--- src/rtl/lsort_pkg.sv ---
`timescale 1ns/1ps
package lsort_pkg;

    typedef enum logic [1:0] {
        FEED_IDLE = 2'd0,
        FEED_LOAD = 2'd1,
        FEED_PAD  = 2'd2
    } feed_state_t;

    typedef enum logic {
        MRG_WAIT = 1'b0,
        MRG_RUN  = 1'b1
    } mrg_state_t;

    // Number of merge stages for a block of nm elements
    function automatic int stage_count(input int nm);
        return (nm < 2) ? 1 : $clog2(nm);
    endfunction

endpackage

--- src/rtl/lsort_pad_feed.sv ---
`timescale 1ns/1ps
// Element layout: {key, pad, tag}; the ordering key is {key, pad}.
module lsort_pad_feed
    import lsort_pkg::*;
#(
    parameter int EW    = 13,
    parameter int TAG_W = 6,
    parameter int NM    = 12,
    parameter int PADN  = 16
) (
    input  logic          clk,
    input  logic          rst_n,
    input  logic          in_valid,
    input  logic [EW-1:0] in_elem,
    output logic          o_valid,
    output logic [EW-1:0] o_elem
);
    localparam int SW    = (PADN < 2) ? 1 : $clog2(PADN);
    localparam int KW    = EW - TAG_W - 1;
    localparam bit HASPAD = (PADN > NM);

    feed_state_t state, state_n;
    logic [SW-1:0] slot;

    wire [EW-1:0] pad_elem = {{KW{1'b1}}, 1'b1, {TAG_W{1'b0}}};

    // state register
    always_ff @(posedge clk or negedge rst_n) begin
        if (!rst_n) state <= FEED_IDLE;
        else        state <= state_n;
    end

    // next state
    always_comb begin
        state_n = state;
        unique case (state)
            FEED_IDLE: if (in_valid) state_n = FEED_LOAD;
            FEED_LOAD: if (slot == SW'(NM-1)) state_n = HASPAD ? FEED_PAD : FEED_IDLE;
            FEED_PAD:  if (slot == SW'(PADN-1)) state_n = FEED_IDLE;
            default:   state_n = FEED_IDLE;
        endcase
    end

    // slot counter within the padded block
    always_ff @(posedge clk or negedge rst_n) begin
        if (!rst_n) begin
            slot <= '0;
        end else begin
            unique case (state)
                FEED_IDLE: slot <= in_valid ? SW'(1) : '0;
                FEED_LOAD,
                FEED_PAD:  slot <= (state_n == FEED_IDLE) ? '0 : slot + SW'(1);
                default:   slot <= '0;
            endcase
        end
    end

    // outputs
    always_comb begin
        o_valid = 1'b0;
        o_elem  = in_elem;
        unique case (state)
            FEED_IDLE: begin o_valid = in_valid; o_elem = in_elem;  end
            FEED_LOAD: begin o_valid = 1'b1;     o_elem = in_elem;  end
            FEED_PAD:  begin o_valid = 1'b1;     o_elem = pad_elem; end
            default:   begin o_valid = 1'b0;     o_elem = in_elem;  end
        endcase
    end

    // a block arrives without gaps
    assert_gapless_block_R6: assert property (@(posedge clk) disable iff (!rst_n)
        (state == FEED_LOAD) |-> in_valid);

    // pad slots forward only pad entries
    assert_pad_slot_R7: assert property (@(posedge clk) disable iff (!rst_n)
        (state == FEED_PAD) |-> (o_valid && o_elem[TAG_W]));

endmodule

--- src/rtl/lsort_merge_stage.sv ---
`timescale 1ns/1ps
module lsort_merge_stage
    import lsort_pkg::*;
#(
    parameter int EW    = 13,
    parameter int TAG_W = 6,
    parameter int SUB   = 1
) (
    input  logic          clk,
    input  logic          rst_n,
    input  logic          i_valid,
    input  logic [EW-1:0] i_elem,
    output logic          o_valid,
    output logic [EW-1:0] o_elem
);
    localparam int HD  = 2 * SUB;
    localparam int HAW = $clog2(HD);
    localparam int LD  = (SUB < 2) ? 2 : SUB;
    localparam int LAW = $clog2(LD);
    localparam int CKW = EW - TAG_W;

    logic [EW-1:0] hmem [HD];
    logic [EW-1:0] lmem [LD];
    logic [HAW:0]  hwp, hrp;
    logic [LAW:0]  lwp, lrp;
    logic [HAW-1:0] in_idx, hcnt, lcnt;
    mrg_state_t state, state_n;

    logic to_l, start_ev, h_done, l_done, take_h, pop, last_pop;
    logic [EW-1:0] hhead, lhead;
    logic [HAW:0]  tot;

    assign to_l     = in_idx[HAW-1];
    assign start_ev = i_valid && (in_idx == HAW'(SUB));
    assign hhead    = hmem[hrp[HAW-1:0]];
    assign lhead    = lmem[lrp[LAW-1:0]];
    assign h_done   = (hcnt == HAW'(SUB));
    assign l_done   = (lcnt == HAW'(SUB));
    assign tot      = {1'b0, hcnt} + {1'b0, lcnt};

    // selector: ties go to the head FIFO (first run)
    always_comb begin
        if (l_done)      take_h = 1'b1;
        else if (h_done) take_h = 1'b0;
        else             take_h = (hhead[EW-1:TAG_W] <= lhead[EW-1:TAG_W]);
    end

    assign pop      = (state == MRG_RUN) && !(h_done && l_done);
    assign last_pop = pop && (tot == (HAW+1)'(2*SUB-1));

    // state register
    always_ff @(posedge clk or negedge rst_n) begin
        if (!rst_n) state <= MRG_WAIT;
        else        state <= state_n;
    end

    // next state
    always_comb begin
        state_n = state;
        unique case (state)
            MRG_WAIT: if (start_ev) state_n = MRG_RUN;
            MRG_RUN:  if (start_ev) state_n = MRG_RUN;
                      else if (last_pop) state_n = MRG_WAIT;
            default:  state_n = MRG_WAIT;
        endcase
    end

    // FIFO storage
    always_ff @(posedge clk) begin
        if (i_valid && !to_l) hmem[hwp[HAW-1:0]] <= i_elem;
        if (i_valid &&  to_l) lmem[lwp[LAW-1:0]] <= i_elem;
    end

    // pointers and run counters
    always_ff @(posedge clk or negedge rst_n) begin
        if (!rst_n) begin
            hwp <= '0; hrp <= '0; lwp <= '0; lrp <= '0;
            in_idx <= '0; hcnt <= '0; lcnt <= '0;
        end else begin
            if (i_valid) in_idx <= in_idx + HAW'(1);
            if (i_valid && !to_l) hwp <= hwp + (HAW+1)'(1);
            if (i_valid &&  to_l) lwp <= lwp + (LAW+1)'(1);
            if (pop &&  take_h) hrp <= hrp + (HAW+1)'(1);
            if (pop && !take_h) lrp <= lrp + (LAW+1)'(1);
            if (start_ev) begin
                hcnt <= '0;
                lcnt <= '0;
            end else if (pop) begin
                if (take_h) hcnt <= hcnt + HAW'(1);
                else        lcnt <= lcnt + HAW'(1);
            end
        end
    end

    // outputs
    always_ff @(posedge clk or negedge rst_n) begin
        if (!rst_n) begin
            o_valid <= 1'b0;
            o_elem  <= '0;
        end else begin
            o_valid <= pop;
            if (pop) o_elem <= take_h ? hhead : lhead;
        end
    end

    // checker state: position within the emitted run, previous key
    logic [HAW-1:0] opos;
    logic [CKW-1:0] prev_k;
    always_ff @(posedge clk or negedge rst_n) begin
        if (!rst_n) begin
            opos   <= '0;
            prev_k <= '0;
        end else if (o_valid) begin
            opos   <= opos + HAW'(1);
            prev_k <= o_elem[EW-1:TAG_W];
        end
    end

    assert_run_order_R1: assert property (@(posedge clk) disable iff (!rst_n)
        (o_valid && (opos != '0)) |-> (o_elem[EW-1:TAG_W] >= prev_k));

    assert_h_nonempty_R6: assert property (@(posedge clk) disable iff (!rst_n)
        (pop && take_h) |-> (hwp != hrp));

    assert_l_nonempty_R6: assert property (@(posedge clk) disable iff (!rst_n)
        (pop && !take_h) |-> (lwp != lrp));

    assert_h_no_overflow_R6: assert property (@(posedge clk) disable iff (!rst_n)
        (hwp - hrp) <= (HAW+1)'(HD));

    assert_l_no_overflow_R6: assert property (@(posedge clk) disable iff (!rst_n)
        (lwp - lrp) <= (LAW+1)'(SUB));

    assert_no_merge_overlap_R6: assert property (@(posedge clk) disable iff (!rst_n)
        (start_ev && (state == MRG_RUN)) |-> last_pop);

endmodule

--- src/rtl/lsort_out_trim.sv ---
`timescale 1ns/1ps
module lsort_out_trim #(
    parameter int EW    = 13,
    parameter int TAG_W = 6,
    parameter int NM    = 12,
    parameter int PADN  = 16
) (
    input  logic             clk,
    input  logic             rst_n,
    input  logic             i_valid,
    input  logic [EW-1:0]    i_elem,
    output logic             out_valid,
    output logic [EW-TAG_W-2:0] out_key,
    output logic [TAG_W-1:0] out_tag,
    output logic             out_last
);
    localparam int TW = (PADN < 2) ? 1 : $clog2(PADN);

    logic [TW-1:0] cnt;
    logic          is_pad;

    assign is_pad = i_elem[TAG_W];

    always_ff @(posedge clk or negedge rst_n) begin
        if (!rst_n)       cnt <= '0;
        else if (i_valid) cnt <= (cnt == TW'(PADN-1)) ? '0 : cnt + TW'(1);
    end

    always_comb begin
        out_valid = i_valid && !is_pad;
        out_last  = i_valid && (cnt == TW'(NM-1));
        out_key   = i_elem[EW-1:TAG_W+1];
        out_tag   = i_elem[TAG_W-1:0];
    end

    assert_real_head_R3: assert property (@(posedge clk) disable iff (!rst_n)
        (i_valid && (cnt < TW'(NM))) |-> !is_pad);

    assert_pad_tail_R3: assert property (@(posedge clk) disable iff (!rst_n)
        (i_valid && (cnt >= TW'(NM))) |-> is_pad);

endmodule

--- src/rtl/llr_merge_sorter.sv ---
`timescale 1ns/1ps
module llr_merge_sorter
    import lsort_pkg::*;
#(
    parameter int KEY_W = 6,
    parameter int TAG_W = 6,
    parameter int NM    = 12
) (
    input  logic             clk,
    input  logic             rst_n,
    input  logic             in_valid,
    input  logic [KEY_W-1:0] in_key,
    input  logic [TAG_W-1:0] in_tag,
    output logic             out_valid,
    output logic [KEY_W-1:0] out_key,
    output logic [TAG_W-1:0] out_tag,
    output logic             out_last
);
    localparam int NSTG = stage_count(NM);
    localparam int PADN = 1 << NSTG;
    localparam int EW   = KEY_W + 1 + TAG_W;

    logic          sv [NSTG+1];
    logic [EW-1:0] sd [NSTG+1];

    lsort_pad_feed #(.EW(EW), .TAG_W(TAG_W), .NM(NM), .PADN(PADN)) u_feed (
        .clk     (clk),
        .rst_n   (rst_n),
        .in_valid(in_valid),
        .in_elem ({in_key, 1'b0, in_tag}),
        .o_valid (sv[0]),
        .o_elem  (sd[0])
    );

    for (genvar g = 0; g < NSTG; g++) begin : g_stage
        lsort_merge_stage #(.EW(EW), .TAG_W(TAG_W), .SUB(1 << g)) u_stage (
            .clk    (clk),
            .rst_n  (rst_n),
            .i_valid(sv[g]),
            .i_elem (sd[g]),
            .o_valid(sv[g+1]),
            .o_elem (sd[g+1])
        );
    end

    lsort_out_trim #(.EW(EW), .TAG_W(TAG_W), .NM(NM), .PADN(PADN)) u_trim (
        .clk      (clk),
        .rst_n    (rst_n),
        .i_valid  (sv[NSTG]),
        .i_elem   (sd[NSTG]),
        .out_valid(out_valid),
        .out_key  (out_key),
        .out_tag  (out_tag),
        .out_last (out_last)
    );

    assert_last_with_valid_R4: assert property (@(posedge clk) disable iff (!rst_n)
        out_last |-> out_valid);

endmodule

--- config.mk ---
export PLATFORM = sky130hd
export DESIGN_NAME = llr_merge_sorter
export DESIGN_NICKNAME = d
export VERILOG_FILES = /design/src/rtl/lsort_pkg.sv /design/src/rtl/lsort_pad_feed.sv /design/src/rtl/lsort_merge_stage.sv /design/src/rtl/lsort_out_trim.sv /design/src/rtl/llr_merge_sorter.sv
export SDC_FILE = /design/constraint.sdc
export NUM_CORES = 1
export LEC_CHECK = 0
export ABC_CLOCK_PERIOD_IN_PS = 3500
export BUFFER_PORTS_ARGS = -buffer_cell sky130_fd_sc_hd__buf_2
export CAP_MARGIN = 20
export CORE_MARGIN = 3
export CORE_UTILIZATION = 45
export DETAILED_ROUTE_END_ITERATION = 10
export PLACE_DENSITY = 0.7
export SETUP_SLACK_MARGIN = 0.2
export SYNTH_ARGS = -nofsm -noshare
export SYNTH_HDL_FRONTEND = slang
export SYNTH_SLANG_ARGS = --single-unit
--- constraint.sdc ---
create_clock -name clk -period 3.5 [get_ports clk]
set_input_delay 0.7 -clock clk [delete_from_list [all_inputs] [get_ports clk]]
set_output_delay 0.7 -clock clk [all_outputs]
set_load 0.1 [all_outputs]
==> summary.md <==
| Metric | Value |
|---|---|
| CTS max path bufs | `3` |
| Unrepaired setup endpoints after global routing | `yes` |
| Post-Synthesis Net Count | `around 1,800` |
| Switching Share | `0.3521` |
| Outcome | `finished clean` |
| Ys flop type | `edfxtp_1` |
| Dpl cells | `2,602` |
| Simple-gate share of the synthesized area | `0.05249` |
| Most numerous cell in the Yosys netlist | `edfxtp_1` |
| Initial antenna violation count | `0` |
| Clock Pin Slew Worst Setup and Hold Paths | `0.06 ns` |
| Avg WL per Cell | `21.80 um` |
| Area contributors post-synth | `edfxtp_1 (60%), dfrtp_1 (11%), mux4_2 (9.5%), ha_1 (3.1%), mux2i_1 (2.2%)` |
| Peak supply drop | `0.6158 mV` |
| Fmax | `305.3 MHz` |
| Final Max Slew Viols | `0` |
| CTS Buf Count | `around 70` |
| Synth Area in XOR/XNOR | `0.01199` |
| Clock sinks | `732` |
| All-layer global routing usage | `0.1720` |
| First-pass GRT wire length | `93.15 mm` |
| FF-to-FF Start | `g_stage[3].u_stage.hrp[0]$_DFFE_PN0P_` |
| CTS tree | `yes` |
| Hold/Removal Path Class | `in2async` |
| Final clock skew | `0.03163 ns` |
| Final setup viols | `0` |
| Die height | `263.9 um` |
| Yosys top cell area share | `0.5998` |
| Mux cell area share after synthesis | `0.1203` |
| Fin crit period | `3.276 ns` |
| FF-to-FF path depth | `12` |
| Final Instance Count excl. Fillers | `2,762` |
| DPL Wire Length | `38.12 mm` |
| Initial Util | `0.4594` |
| Share of layout cells above drive strength 1 | `0.2265` |
| Drt first pass iters | `5` |
| Final Hold Vio Count | `0` |
| Critical path peak fanout | `8` |
| Data required time of the critical path | `3.98 ns` |
| P_int | `22.57 mW` |
| Post-Route Setup TNS | `0 ns` |
| Adder and majority cell fraction of the synthesized area | `0.03335` |
| CTS H-tree lvls | `3` |
| Drt total wl | `60.21 mm` |
| Leak Pwr | `12.32 nW` |
| Die width | `around 260 um` |
| Yosys reg bits | `732` |
| Power per cell area | `1015 nW/um2` |
| Setup crit end kind | `register` |
| DR iter-0 viols | `1,372` |
| DR vias | `15,520` |
| Synth Instances | `1,729` |
| Critical path data arrival time | `3.75 ns` |
| I/O Buffers | `28` |
| FP Rows | `93` |
| Reg-to-reg slack, setup | `roughly 0.22 ns` |
| Crit Path Category | `reg2reg` |
| RD Place Congestion | `0.8666` |
| Headroom to the max-slew limit | `0.3307` |
| Final #Nets | `1,942` |
| Post-synthesis sequential area ratio | `0.7118` |
| Maxcap violations | `0` |
| Clock power share | `0.231` |
| Switching power | `12.27 mW` |
| DRC Markers | `0` |
| Diode count | `0` |
| Die area | `69,660 um2` |
| Complex-gate fraction of the synthesized area | `0.04614` |
| Grt ovf | `0` |
| Cell area after synthesis | `29,940 um2` |
| ANT nets after route | `0` |
| Actual slew at the worst max-slew pin | `1.004 ns` |
| CTS root buf | `clkbuf_16` |
| Drt via density | `5.621` |
| Syn_area_per_cell | `approximately 17 um2` |
| Post-synth ARST share | `0.1831` |
| I/O pins | `29` |
| EDFF count, synth | `around 600` |
| Tcrit/Tclk final | `0.9359` |
| # fillers | `5,085` |
| Crit path from | `g_stage[3].u_stage.hrp[0]$_DFFE_PN0P_` |
| Critical Path Source Type | `register` |
| Synth cell types | `70` |
| Logic pwr share | `0.353` |
| FF-to-FF End | `g_stage[3].u_stage.hrp[1]$_DFFE_PN0P_` |
| Worst setup path endpoint | `g_stage[3].u_stage.hrp[1]$_DFFE_PN0P_` |
| Largest net degree at the start of global routing | `69` |
| Part of the power in registers | `0.416` |
| Most common library cells after synthesis | `edfxtp_1 (598), dfrtp_1 (134), mux4_2 (126), nand2_1 (126), ha_1 (75)` |
| Area Growth Syn to Fin | `14.60%` |
| Hold-fix buffers, CTS | `0` |
| Synth warnings | `0` |
| CORE AREA | `65,160 um2` |
| Largest area contributor in the netlist | `edfxtp_1` |
| Clk Latency, worst-skew pair | `0.61 ns` |
| Hold Slack | `0.1133 ns` |
| Combinational family with the most area after synthesis | `multiplexers` |
| Vias in the first global route | `about 16,000` |
[final cells by class]
cell class | count | area (um2) | area share
Sequential cell | 732 | 21320 | 0.6213
Tap cell | 855 | 1070 | 0.03118
Inverter | 67 | 255.2 | 0.007440
Clock inverter | 45 | 549.3 | 0.01601
Timing Repair Buffer | 134 | 1077 | 0.03140
Multi-Input combinational cell | 842 | 8112 | 0.2364
Clock buffer | 87 | 1929 | 0.05624
[worst min-delay path by stage]
stage / depth (start not counted) / to / start
2_1_floorplan: 0 / g_stage[0].u_stage.h_done$_DFFE_PN0P_ / rst_n
3_3_place_gp: 1 / g_stage[1].u_stage.in_idx[0]$_DFFE_PN0P_ / g_stage[1].u_stage.in_idx[0]$_DFFE_PN0P_
3_5_place_dp: 1 / g_stage[1].u_stage.in_idx[0]$_DFFE_PN0P_ / g_stage[1].u_stage.in_idx[0]$_DFFE_PN0P_
4_1_cts: 1 / g_stage[3].u_stage.o_elem[10]$_DFFE_PN0P_ / rst_n
5_1_grt: 1 / g_stage[3].u_stage.lrp[0]$_DFFE_PN0P_ / rst_n
6_report: 1 / u_trim.cnt[1]$_DFFE_PN0P_ / rst_n
[per-stage QoR]
| step | setup slack (ns) | power [mW] | util | area [um2] |
|---|---|---|---|---|
| 4_1_cts | 0.1980 | 34.19 | 0.5200 | 33880 |
| 2_1_floorplan | 0.4931 | 22.38 | - | 29940 |
| 5_1_grt | 0.1288 | 36.80 | 0.5265 | 34310 |
| 3_3_place_gp | 0.2838 | 25.55 | 0.4818 | 31400 |
| 6_report | 0.2245 | 34.84 | 0.5265 | 34310 |
| 3_5_place_dp | 0.2030 | 26.06 | 0.4818 | 31400 |
[state kept, by name (all words and copies together) (netlist names)]
register                 cells
g_stage.u_stage.hmem       390
g_stage.u_stage.lmem       208
g_stage.u_stage.o_elem      52
g_stage.u_stage.hrp         10
g_stage.u_stage.hwp         10
g_stage.u_stage.in_idx      10
g_stage.u_stage.hcnt         9
g_stage.u_stage.lcnt         9
g_stage.u_stage.lrp          7
g_stage.u_stage.lwp          7
g_stage.u_stage.o_valid      4
g_stage.u_stage.state        4
u_feed.slot                  4
u_trim.cnt                   4
u_feed.state                 2
g_stage.u_stage.h_done       1
g_stage.u_stage.l_done       1
[logic make-up (layout without fill, tap and decap cells)]
group	count (synthesis)	count (layout)
flops	732	732
simple gates	325	325
mux	201	201
compound gates	197	197
buf+inv	155	333
fa+ha+maj	78	78
xor+xnor	41	41
[metal layers]
metal	global-route usage	wire [um]	part of all wire
met5	0	0	0
met4	0.05972	1711	0.028
met3	0.02934	2741	0.046
met2	0.3009	31520	0.52
met1	0.2171	24240	0.40
[power groups by stage]
stage | clock, mW | sequential, mW | combinational [mW]
6_report | 8.04 | 14.5 | 12.3
5_1_grt | 8.55 | 14.8 | 13.4
4_1_cts | 8.20 | 14.5 | 11.5
3_5_place_dp | 0 | 14.7 | 11.4
3_3_place_gp | 0 | 14.5 | 11.1
2_1_floorplan | 0 | 13.6 | 8.79
[cell usage in the layout (no fill, tap or decap), drive strengths merged, types with 4 or more instances in the layout]
cell and n:
a21oi 38, clkinv 27, o211ai 20, and2 9, nand3b 6, o31ai 13, mux4 126, xor2 13
bufinv 11, clkbuf 88, a22oi 24, a221o 9, o221ai 12, nand2b 11, clkinvlp 5, o311ai 5
nor3 21, nor2b 19, and3 12, nand3 53, mux2 10, a2111oi 5, nand4 6, ha 75
or2 6, edfxtp 598, nor2 39, mux2i 65, a311oi 4, xnor2 28, o22ai 9, buf 133
dfrtp 134, nand4b 5, inv 69, nand2 127, o21ai 35
[repair_timing]
item                       CTS  global route
setup endpoints to repair    3            27
gates resized for setup      2            37
cloned                       0             2
setup buffers                0            25
hold endpoints to repair     0             0
pin swaps                    0            14
[critical path, cell delays in order (launching register included)]
cell	delay, ns
dfrtp_4	0.52
buf_12	0.16
buf_8	0.14
buf_6	0.11
mux4_2	0.44
a22oi_2	0.23
nand2_2	0.13
ha_4	0.29
nand3_2	0.08
or3_4	0.40
o211ai_4	0.16
nand2_2	0.14
mux2_4	0.34
Note: power is estimated with default switching activity, not from simulation.
